[src/rtl/pci_cfg_pkg.sv]
package pci_cfg_pkg;

  localparam int HDR_DW = 16;

  typedef logic [HDR_DW-1:0][31:0] dw_tbl_t;

  function automatic dw_tbl_t def_rw_mask();
    dw_tbl_t t;
    t = '0;
    t[1]  = 32'h0000_0157;
    t[3]  = 32'h0000_FF00;
    t[4]  = 32'hFFFF_F000;
    t[15] = 32'h0000_00FF;
    return t;
  endfunction

  function automatic dw_tbl_t def_w1c_mask();
    dw_tbl_t t;
    t = '0;
    t[1] = 32'hF900_0000;
    return t;
  endfunction

  function automatic dw_tbl_t def_fix_val();
    dw_tbl_t t;
    t = '0;
    t[1]  = 32'h0290_0000;
    t[2]  = 32'h0280_0001;
    t[4]  = 32'h0000_0008;
    t[15] = 32'h0000_0100;
    return t;
  endfunction

  function automatic dw_tbl_t def_rst_val();
    dw_tbl_t t;
    t = '0;
    t[3]  = 32'h0000_4000;
    t[15] = 32'h0000_00AB;
    return t;
  endfunction

  // 32 -> 1, 64 -> 2, 128 -> 4, 256 -> 8
  function automatic logic [3:0] chan_digit(int ch);
    return 4'(ch / 32);
  endfunction

endpackage

[src/rtl/pci_cfg_decode.sv]
module pci_cfg_decode #(
  parameter int AW     = 6,
  parameter int NUM_DW = 16,
  parameter int IDX_W  = 4
) (
  input  logic              stb,
  input  logic              we,
  input  logic [AW-1:0]     addr,
  input  logic [3:0]        be,
  output logic              hdr_hit,
  output logic              rd_req,
  output logic [IDX_W-1:0]  idx,
  output logic [NUM_DW-1:0] wr_sel,
  output logic [31:0]       lane_mask
);

  always_comb begin
    hdr_hit = (addr < AW'(NUM_DW));
    idx     = addr[IDX_W-1:0];
    rd_req  = stb & ~we;
  end

  for (genvar l = 0; l < 4; l++) begin : g_lane
    assign lane_mask[8*l +: 8] = {8{be[l]}};
  end

  for (genvar g = 0; g < NUM_DW; g++) begin : g_sel
    assign wr_sel[g] = stb & we & hdr_hit & (idx == IDX_W'(g));
  end

endmodule

[src/rtl/pci_cfg_dword.sv]
module pci_cfg_dword #(
  parameter logic [31:0] RW_MASK  = '0,
  parameter logic [31:0] W1C_MASK = '0,
  parameter logic [31:0] FIX_VAL  = '0,
  parameter logic [31:0] RST_VAL  = '0
) (
  input  logic        clk,
  input  logic        rst_n,
  input  logic        wr_en,
  input  logic [31:0] lane_mask,
  input  logic [31:0] wdata,
  input  logic [31:0] set_evt,
  output logic [31:0] value
);

  localparam logic [31:0] STATE_MASK = RW_MASK | W1C_MASK;

  logic [31:0] q;
  logic [31:0] d;
  logic [31:0] rw_nxt;
  logic [31:0] clr;
  logic        ce;

  always_comb begin
    clr    = (wr_en ? (lane_mask & wdata) : 32'h0) & W1C_MASK;
    rw_nxt = wr_en ? ((q & ~lane_mask) | (wdata & lane_mask)) : q;
    // set events are OR-ed after the clear, so a set wins
    d      = (rw_nxt & RW_MASK) | (((q & ~clr) | set_evt) & W1C_MASK);
    ce     = wr_en | (|(set_evt & W1C_MASK));
  end

  always_ff @(posedge clk or negedge rst_n) begin
    if (!rst_n)  q <= RST_VAL & STATE_MASK;
    else if (ce) q <= d;
  end

  assign value = (q & STATE_MASK) | (FIX_VAL & ~STATE_MASK);

endmodule

[src/rtl/pci_cfg_header.sv]
module pci_cfg_header #(
  parameter int          CHANNELS   = 256,
  parameter logic [15:0] VENDOR_ID  = 16'hA5C3,
  parameter logic [11:0] DEV_PREFIX = 12'h7E3,
  parameter int          NUM_DW     = pci_cfg_pkg::HDR_DW,
  parameter int          CFG_DWORDS = 64,
  parameter logic [NUM_DW-1:0][31:0] RW_MASK  = pci_cfg_pkg::def_rw_mask(),
  parameter logic [NUM_DW-1:0][31:0] W1C_MASK = pci_cfg_pkg::def_w1c_mask(),
  parameter logic [NUM_DW-1:0][31:0] FIX_VAL  = pci_cfg_pkg::def_fix_val(),
  parameter logic [NUM_DW-1:0][31:0] RST_VAL  = pci_cfg_pkg::def_rst_val()
) (
  input  logic                   clk,
  input  logic                   rst_n,
  input  logic                   cfg_stb,
  input  logic                   cfg_we,
  input  logic [5:0]             cfg_addr,
  input  logic [3:0]             cfg_be,
  input  logic [31:0]            cfg_wdata,
  input  logic [NUM_DW*32-1:0]   cfg_set_evt,
  output logic [31:0]            cfg_rdata,
  output logic                   cfg_rvalid
);

  localparam int          AW     = $clog2(CFG_DWORDS);
  localparam int          IDX_W  = $clog2(NUM_DW);
  localparam logic [31:0] ID_VAL = {DEV_PREFIX, pci_cfg_pkg::chan_digit(CHANNELS), VENDOR_ID};

  logic              hdr_hit;
  logic              rd_req;
  logic [IDX_W-1:0]  idx;
  logic [NUM_DW-1:0] wr_sel;
  logic [31:0]       lane_mask;
  logic [NUM_DW-1:0][31:0] dw_val;
  logic [31:0]       rdata_nxt;

  pci_cfg_decode #(.AW(AW), .NUM_DW(NUM_DW), .IDX_W(IDX_W)) u_dec (
    .stb       (cfg_stb),
    .we        (cfg_we),
    .addr      (cfg_addr[AW-1:0]),
    .be        (cfg_be),
    .hdr_hit   (hdr_hit),
    .rd_req    (rd_req),
    .idx       (idx),
    .wr_sel    (wr_sel),
    .lane_mask (lane_mask)
  );

  for (genvar g = 0; g < NUM_DW; g++) begin : g_dw
    if (g == 0) begin : g_id
      pci_cfg_dword #(
        .RW_MASK ('0), .W1C_MASK('0), .FIX_VAL(ID_VAL), .RST_VAL('0)
      ) u_dw (
        .clk(clk), .rst_n(rst_n), .wr_en(wr_sel[g]), .lane_mask(lane_mask),
        .wdata(cfg_wdata), .set_evt(cfg_set_evt[32*g +: 32]), .value(dw_val[g])
      );
    end else begin : g_gen
      pci_cfg_dword #(
        .RW_MASK (RW_MASK[g]), .W1C_MASK(W1C_MASK[g]),
        .FIX_VAL (FIX_VAL[g]), .RST_VAL (RST_VAL[g])
      ) u_dw (
        .clk(clk), .rst_n(rst_n), .wr_en(wr_sel[g]), .lane_mask(lane_mask),
        .wdata(cfg_wdata), .set_evt(cfg_set_evt[32*g +: 32]), .value(dw_val[g])
      );
    end
  end

  always_comb begin
    rdata_nxt = hdr_hit ? dw_val[idx] : 32'h0;
  end

  always_ff @(posedge clk or negedge rst_n) begin
    if (!rst_n) begin
      cfg_rdata  <= '0;
      cfg_rvalid <= 1'b0;
    end else begin
      cfg_rvalid <= rd_req;
      if (rd_req) cfg_rdata <= rdata_nxt;
    end
  end

endmodule

[config.mk]
export PLATFORM = sky130hd
export DESIGN_NAME = pci_cfg_header
export DESIGN_NICKNAME = d
export VERILOG_FILES = /design/src/rtl/pci_cfg_pkg.sv /design/src/rtl/pci_cfg_decode.sv /design/src/rtl/pci_cfg_dword.sv /design/src/rtl/pci_cfg_header.sv
export SDC_FILE = /design/constraint.sdc
export NUM_CORES = 1
export LEC_CHECK = 0
export ABC_CLOCK_PERIOD_IN_PS = 1850
export BUFFER_PORTS_ARGS = -buffer_cell sky130_fd_sc_hd__clkbuf_2
export CAP_MARGIN = 10
export CORE_AREA = 8 8 225 227
export CTS_CLUSTER_SIZE = 28
export DETAILED_ROUTE_END_ITERATION = 12
export DIE_AREA = 0 0 233 235
export SYNTH_ARGS = -nofsm -noshare
export SYNTH_HDL_FRONTEND = slang
export SYNTH_SLANG_ARGS = --single-unit
[constraint.sdc]
create_clock -name clk -period 1.85 [get_ports clk]
set_input_delay 0.185 -clock clk [delete_from_list [all_inputs] [get_ports clk]]
set_output_delay 0.185 -clock clk [all_outputs]
set_load 0.01 [all_outputs]
==> qor.csv, run 1 <==
stage,metric,value,unit
logic_synthesis,asr flop ratio synth,100.0,%
critical_path,kind of critical path,primary input to flop,
cells_and_area,Layout Utilization,10.96,%
logic_synthesis,#FFs+latches synth,81,
clocking,Root Buffer,clkbuf_16,
critical_path,Critical Path Source Type,primary input,
timing,Max Clk Rate,0.6998,GHz
floorplan,Die H,235,um
detailed_routing,vias,2673,
logic_synthesis,Mapped Area,3561,um2
power_and_ir_drop,Gate power share,8.0,%
cells_and_area,fraction of layout instances using a drive strength above 1,48.16,%
power_and_ir_drop,clock share of power,45.5,%
timing,setup_tns,0,ns
clocking,CTS Sinks,81,
global_routing,Top Usage Layer GRT,met2,
global_routing,first-pass GRT wire length,20440,um
cells_and_area,Area Growth Syn to Fin,45.12,%
timing,crit path time final,1.429,ns
power_and_ir_drop,Switching Share,24.33,%
detailed_routing,antenna-violating nets left,0,
critical_path,Crit path buffers/inverters,2,
floorplan,Initial Utilization,7.553,%
worst_hold_path,Hold Path Class,primary input to flop,
floorplan,cell row count,80,
place,Setup WS pre-CTS,0.06968,ns
global_routing,Global Route Usage Sum,5.298,%
timing,Worst Clk Skew,0.006089,ns
timing,Setup Viol. Count Final,0,
floorplan,Top-Level Pins,591,
clocking,maximum buffer depth of the clock tree,2,
clocking,htree depth,3,
timing,hold_ws,0.01987,ns
place,Placer Congestion,0.7643,
logic_synthesis,post-synthesis sequential area ratio,57.13,%
detailed_routing,Routed WL per cell,14.69,um
clocking,Worst-Skew Late Latency,0.34,ns
worst_hold_path,Hold Crit Start,cfg_set_evt[59],
critical_path,worst-path cell chain,clkbuf_2 > inv_1 > ha_1 > and4bb_2 > nand3_2 > mux2_2,
power_and_ir_drop,power density over cell area,774.2,nW/um2
floorplan,Die Wd,233,um
detailed_routing,First DRT Iteration DRCs,205,
detailed_routing,DR pass1 iterations,4,
clocking,"Clk pin slew, worst setup/hold paths",0.07,ns
clocking,CTS tree,yes,
place,port bufs,84,
power_and_ir_drop,Lkg Pwr,2.317,nW
logic_synthesis,Area contributors post-synth,"dfrtp_1 53%, mux2_2 13%, dfstp_2 4.4%, a22o_1 3.9%, a221o_1 3.1%",
timing,max-slew violation count,0,
power_and_ir_drop,Reg power frac,46.5,%
global_routing,number of global-route vias before repair,2741,
clocking,Post-CTS Resized,0,
timing,Fin. Hold Viols,0,
global_routing,met3 Use GR,4.675,%
logic_synthesis,"Top FF cell, synth",dfrtp_1,
logic_synthesis,synthesized area per cell,13.09,um2
logic_synthesis,"Warnings, synthesis",0,
floorplan,die area,54760,um2
timing,PnR worst setup slack,0.4211,ns
global_routing,met1 Use GR,5.512,%
global_routing,pin count of the biggest net entering global routing,36,
flow_run,Max Cap Viol,0,
status,outcome,"finished, final reports clean",
logic_synthesis,Synth cell types,47,
critical_path,CP max stage cell,mux2_2,
critical_path,WP data arrival,1.65,ns
timing,relative slew slack,64.65,%
place,Post-DP HPWL,12170,um
global_routing,met2 usage,8.056,%
timing,fin crit share,77.24,%
critical_path,crit end category,flop,
power_and_ir_drop,Peak VDD IR,0.3857,mV
timing,RSZ-0062 raised after global routing,false,
logic_synthesis,syn nets,834,
critical_path,worst-path maximum fanout,8,
power_and_ir_drop,Psw,0.9735,mW
global_routing,initial antenna violation count,20,
logic_synthesis,Post-synth EDFFs,0,
detailed_routing,routed wire length,14650,um
clocking,TritonCTS buffer count,9,
critical_path,CP top delay family,simple AND/OR/NAND/NOR gates,
logic_synthesis,Yosys top cell by area,dfrtp_1,
timing,Worst-Margin Slew,0.5169,ns
cells_and_area,Layout Nets,937,
power_and_ir_drop,internal power,3.027,mW
detailed_routing,Vias per Instance,2.681,
floorplan,Core Region,47150,um2
logic_synthesis,cell count after synthesis,272,
critical_path,CP startpoint,cfg_addr[0],
critical_path,"Req. time, crit path",2.07,ns
detailed_routing,Post-route DRC,0,
logic_synthesis,Synth top area share,52.71,%
critical_path,"slowest stage delay, CP",0.37,ns
global_routing,grt total ovfl,0,
-- worst paths after layout --
kind | end | slack, ns | depth (start not counted)
setup / recovery | flop | 0.42 | 6
hold / removal | g_dw[1].g_gen.u_dw.q[27] | 0.02 | 2
setup reg to reg | cfg_rdata[8] | 0.64 | 3
hold reg to reg | g_dw[1].g_gen.u_dw.q[27] | 0.48 | 1
max in group asynchronous | cfg_rdata[27] | 0.87 | 3
min in group asynchronous | cfg_rvalid | 0.35 | 2
-- logic make-up (layout without fill, tap and decap cells) --
family | count (synthesis) | after routing | share of synthesized area (%)
simple gates | 57 | 57 | 11.42
mux | 42 | 42 | 13.28
other cells | 0 | 2 | 0
compound gates | 55 | 55 | 12.61
fa+ha+maj | 4 | 4 | 1.406
buf+inv | 33 | 141 | 4.146
flops | 81 | 81 | 57.13
-- through the flow --
| step | instances | cell area, um2 | total power, mW |
|---|---|---|---|
| 2_1_floorplan | 272 | 3561 | 2.022 |
| 3_3_place_gp | 978 | 4855 | 2.205 |
| 3_5_place_dp | 978 | 4855 | 2.218 |
| 4_1_cts | 995 | 5162 | 4.088 |
| 5_1_grt | 996 | 5165 | 4.193 |
| 6_report | 997 | 5167 | 4.001 |
-- cells in the mapped netlist, types with 2 or more instances --
cell type and number:
a2111oi_0 2, and3_1 3, dfstp_2 6, dfrtp_1 75, inv_1 17, nor4_2 2
nand3_1 3, nor4_1 3, a32o_1 4, nand2b_1 8, clkbuf_1 8, nand3_2 2
nand2_1 3, o21ai_0 9, mux2_2 42, nor2_1 3, buf_2 4, nand4_1 8
and3b_1 2, a221o_1 11, and2_1 2, o21ai_1 2, a21o_1 6, a22o_1 16
nor3_1 3, nor3_2 2, buf_6 2, a32oi_1 2, ha_1 4
-- power by group through the flow --
stage	Clock, mW	Sequential, mW	Combinational (mW)
floorplan	0	1.89	0.132
global route	1.98	1.87	0.352
global placement	0	1.89	0.315
detailed placement	0	1.89	0.324
CTS	1.90	1.86	0.327
finish	1.82	1.86	0.318
-- layout make-up --
type                            count  area (um2)
Clock buffer                       10       229.0
Tap cell                          615       769.5
Timing Repair Buffer              108       618.1
Multi-Input combinational cell    158        1379
Clock inverter                      6       68.82
Fill cell                        5338       41980
Inverter                           17       63.81
Antenna cell                        2       5.005
Sequential cell                    81        2034
-- layout by cell type (no fill, tap or decap), drive strengths merged, types with 6 or more instances in the layout --
cell	count
clkbuf	93
dfrtp	75
mux2	42
buf	24
inv	18
a22o	16
a221o	11
o21ai	11
nand2b	8
nand4	8
a21o	6
dfstp	6
-- per-layer routing --
layer	up-vias	part of all wire, %
li1	1224	-
met3	37	16
met2	88	45
met5	-	1.2
met1	1296	36
met4	28	0.94
-- what timing repair did --
action	CTS	global route
hold endpoints to repair	27	0
hold buffers	1	0
buffers inserted	0	0
(Power assumes the default switching activity.)
==> run 2, diff against run 1 <==
--- a/config.mk
+++ b/config.mk
@@ -5,13 +5,14 @@
 export SDC_FILE = /design/constraint.sdc
 export NUM_CORES = 1
 export LEC_CHECK = 0
-export ABC_CLOCK_PERIOD_IN_PS = 1850
+export ABC_AREA = 1
+export ABC_CLOCK_PERIOD_IN_PS = 1300
 export BUFFER_PORTS_ARGS = -buffer_cell sky130_fd_sc_hd__clkbuf_2
 export CAP_MARGIN = 10
-export CORE_AREA = 8 8 225 227
+export CORE_AREA = 8 8 226 228
 export CTS_CLUSTER_SIZE = 28
 export DETAILED_ROUTE_END_ITERATION = 12
-export DIE_AREA = 0 0 233 235
+export DIE_AREA = 0 0 234 236
 export SYNTH_ARGS = -nofsm -noshare
 export SYNTH_HDL_FRONTEND = slang
 export SYNTH_SLANG_ARGS = --single-unit
==> constraint.sdc (replaced) <==
create_clock -name clk -period 1.3 [get_ports clk]
set_input_delay 0.13 -clock clk [delete_from_list [all_inputs] [get_ports clk]]
set_output_delay 0.13 -clock clk [all_outputs]
set_load 0.01 [all_outputs]
==> qor.csv, run 2 <==
stage,metric,value,unit
floorplan,Die Wd,234,um
global_routing,pin count of the biggest net entering global routing,53,
critical_path,Critical Path End,cfg_rdata[16],
detailed_routing,DR pass1 iterations,7,
logic_synthesis,most frequent cell after synthesis,nand2_1,
cells_and_area,register area,2034,um2
global_routing,number of global-route vias before repair,3466,
clocking,CTS Sinks,81,
critical_path,R2R setup slack,0.41,ns
critical_path,reg2reg path depth,6,
detailed_routing,vias,3407,
logic_synthesis,"Top FF cell, synth",dfrtp_1,
timing,fin crit share,79.97,%
logic_synthesis,synthesized area per cell,7.922,um2
critical_path,crit end category,primary output,
clocking,Worst-Skew Late Latency,0.34,ns
logic_synthesis,post-synthesis sequential area ratio,54.64,%
power_and_ir_drop,Peak VDD IR,0.5741,mV
cells_and_area,Layout Utilization,11.82,%
timing,Worst Clk Skew,0.006259,ns
detailed_routing,First DRT Iteration DRCs,134,
logic_synthesis,Post-synth EDFFs,0,
timing,Fin. Hold Viols,0,
power_and_ir_drop,clock share of power,46.8,%
power_and_ir_drop,Reg power frac,44.2,%
critical_path,CP top delay family,flip-flops,
floorplan,Top-Level Pins,591,
flow_run,Max Cap Viol,0,
logic_synthesis,Mapped Area,3724,um2
power_and_ir_drop,power density over cell area,1073,nW/um2
critical_path,WP data arrival,0.91,ns
power_and_ir_drop,Psw,1.485,mW
critical_path,CP max stage cell,dfrtp_1,
cells_and_area,antenna cells,0,
timing,relative slew slack,75.78,%
critical_path,CP startpoint,cfg_rdata[16],
critical_path,kind of critical path,flop to primary output,
logic_synthesis,asr flop ratio synth,100.0,%
timing,RSZ-0062 raised after global routing,false,
timing,max-slew violation count,0,
clocking,Post-CTS Resized,0,
critical_path,Crit path depth,1,
global_routing,Global Route Usage Sum,5.612,%
critical_path,FF-to-FF End,cfg_rdata[8],
logic_synthesis,Synth top area share,50.40,%
detailed_routing,Vias per Instance,2.809,
clocking,TritonCTS buffer count,9,
timing,Max Clk Rate,0.9619,GHz
cells_and_area,most frequent cells in the layout,"226 x nand2_1, 83 x clkbuf_2, 75 x dfrtp_1",
logic_synthesis,Post-synth top cells,"229 x nand2_1, 75 x dfrtp_1, 58 x nand3_1, 28 x inv_1, 20 x nor2_1",
floorplan,die area,55220,um2
detailed_routing,routed wire length,15350,um
floorplan,Die H,236,um
logic_synthesis,Area contributors post-synth,"dfrtp_1 50%, nand2_1 23%, nand3_1 7.8%, dfstp_2 4.2%, inv_1 2.8%",
logic_synthesis,Yosys top cell by area,dfrtp_1,
detailed_routing,antenna-violating nets left,0,
power_and_ir_drop,Switching Share,24.74,%
status,outcome,"finished, final reports clean",
critical_path,Critical Path Source Type,flop,
power_and_ir_drop,Lkg Pwr,2.812,nW
timing,hold_ws,0.01119,ns
timing,Setup Viol. Count Final,0,
clocking,maximum buffer depth of the clock tree,2,
critical_path,"Req. time, crit path",1.17,ns
cells_and_area,Area Growth Syn to Fin,50.30,%
global_routing,initial antenna violation count,9,
timing,Worst-Margin Slew,0.3632,ns
critical_path,worst-path maximum fanout,2,
timing,crit path time final,1.040,ns
cells_and_area,Layout Nets,1155,
global_routing,first-pass GRT wire length,22490,um
critical_path,Crit path buffers/inverters,1,
logic_synthesis,#FFs+latches synth,81,
clocking,Root Buffer,clkbuf_16,
clocking,CTS tree,yes,
floorplan,Initial Utilization,7.865,%
logic_synthesis,"Warnings, synthesis",0,
detailed_routing,Routed WL per cell,12.65,um
power_and_ir_drop,internal power,4.519,mW
cells_and_area,fraction of layout instances using a drive strength above 1,26.42,%
worst_hold_path,Hold Path Class,primary input to flop,
logic_synthesis,cell count after synthesis,470,
clocking,"Clk pin slew, worst setup/hold paths",0.06,ns
place,Post-DP HPWL,12550,um
place,port bufs,84,
floorplan,Core Region,47350,um2
floorplan,cell row count,80,
clocking,Post-CTS Setup Repair Bufs,0,
cells_and_area,footprint of the multi-input gates,1534,um2
critical_path,worst-path cell chain,clkbuf_2,
clocking,htree depth,3,
detailed_routing,Post-route DRC,0,
logic_synthesis,Synth cell types,22,
power_and_ir_drop,Gate power share,9.0,%
cells_and_area,FILL cells,5456,
critical_path,"slowest stage delay, CP",0.41,ns
place,Placer Congestion,0.7676,
global_routing,grt total ovfl,0,
cells_and_area,"commonest non-fill, non-tap cell in the layout",nand2_1,
logic_synthesis,syn nets,1032,
==> run 2: cell types whose count changed in the layout (fill, tap and decap cells not counted), sizes merged, moves of 10 or more <==
cell         delta
nor2           +25
a21oi          +10
mux2           -42
a22o           -16
nand3          +53
a221o          -11
dlygate4sd3    +10
nand2         +228
inv            +15
==> run 2: metal layers <==
metal  global-route usage (%)  routed length (um)  vias up
li1                         -                   -     1717
met1                    6.573                6659     1568
met2                    8.629                6821       81
met3                    3.385                1572       25
met4                    1.278                 185       16
met5                        0                 110        -
==> run 2: stage by stage <==
stage	instances	total power, mW	TNS [ns]	instance area (um2)	setup WS [ns]
after floorplan	470	2.905	0	3777	0.03777
after global placement	1186	3.210	-0.2640	5160	-0.05802
after detailed placement	1186	3.222	-0.5240	5160	-0.06681
after CTS	1213	6.107	0	5597	0.2060
after global routing	1213	6.285	0	5597	0.1982
final	1213	6.004	0	5597	0.2604
==> run 2: final cells by class <==
| cell class | instances | area share (%) |
|---|---|---|
| clock inverters | 7 | 1.811 |
| repair buffers | 126 | 14.58 |
| inverters | 31 | 2.079 |
| flip-flops and latches | 81 | 36.35 |
| well taps | 615 | 13.75 |
| clock buffers | 9 | 4.024 |
| multi-input cells | 344 | 27.41 |
==> run 2: what timing repair did <==
action / 4_1_cts / 5_1_grt
hold endpoints to repair: 85 / 0
hold buffers: 11 / 0
setup endpoints to repair: 0 / 0
==> run 2: how the worst min path moves through the flow <==
stage / startpoint / end / slack, ns / cells past startpoint
6_report: cfg_wdata[5] / flop / 0.01 / 3
5_1_grt: cfg_wdata[6] / flop / 0.009 / 3
4_1_cts: cfg_wdata[17] / flop / 0.005 / 3
3_5_place_dp: rst_n / cfg_rdata[15] / -0.04 / 1
2_1_floorplan: rst_n / asynchronous set/reset pin / -0.17 / 0
3_3_place_gp: rst_n / cfg_rdata[13] / -0.03 / 1
==> run 2: cell families after synthesis <==
logic type               count (synthesis)  synth area share, %
AND/OR/NAND/NOR                        320                36.02
flip-flops                              81                54.64
buffers and inverters                   45                5.242
AO/OA/AOI/OAI                           20                2.755
adder cells (fa/ha/maj)                  4                1.344
==> run 2: power groups by stage <==
stage                     clock, mW  sequential, mW  combinational, mW
final                          2.81            2.65              0.540
after global routing           3.01            2.66              0.612
after CTS                      2.90            2.66              0.554
after detailed placement          0            2.70              0.520
after global placement            0            2.70              0.511
after floorplan                   0            2.70              0.209
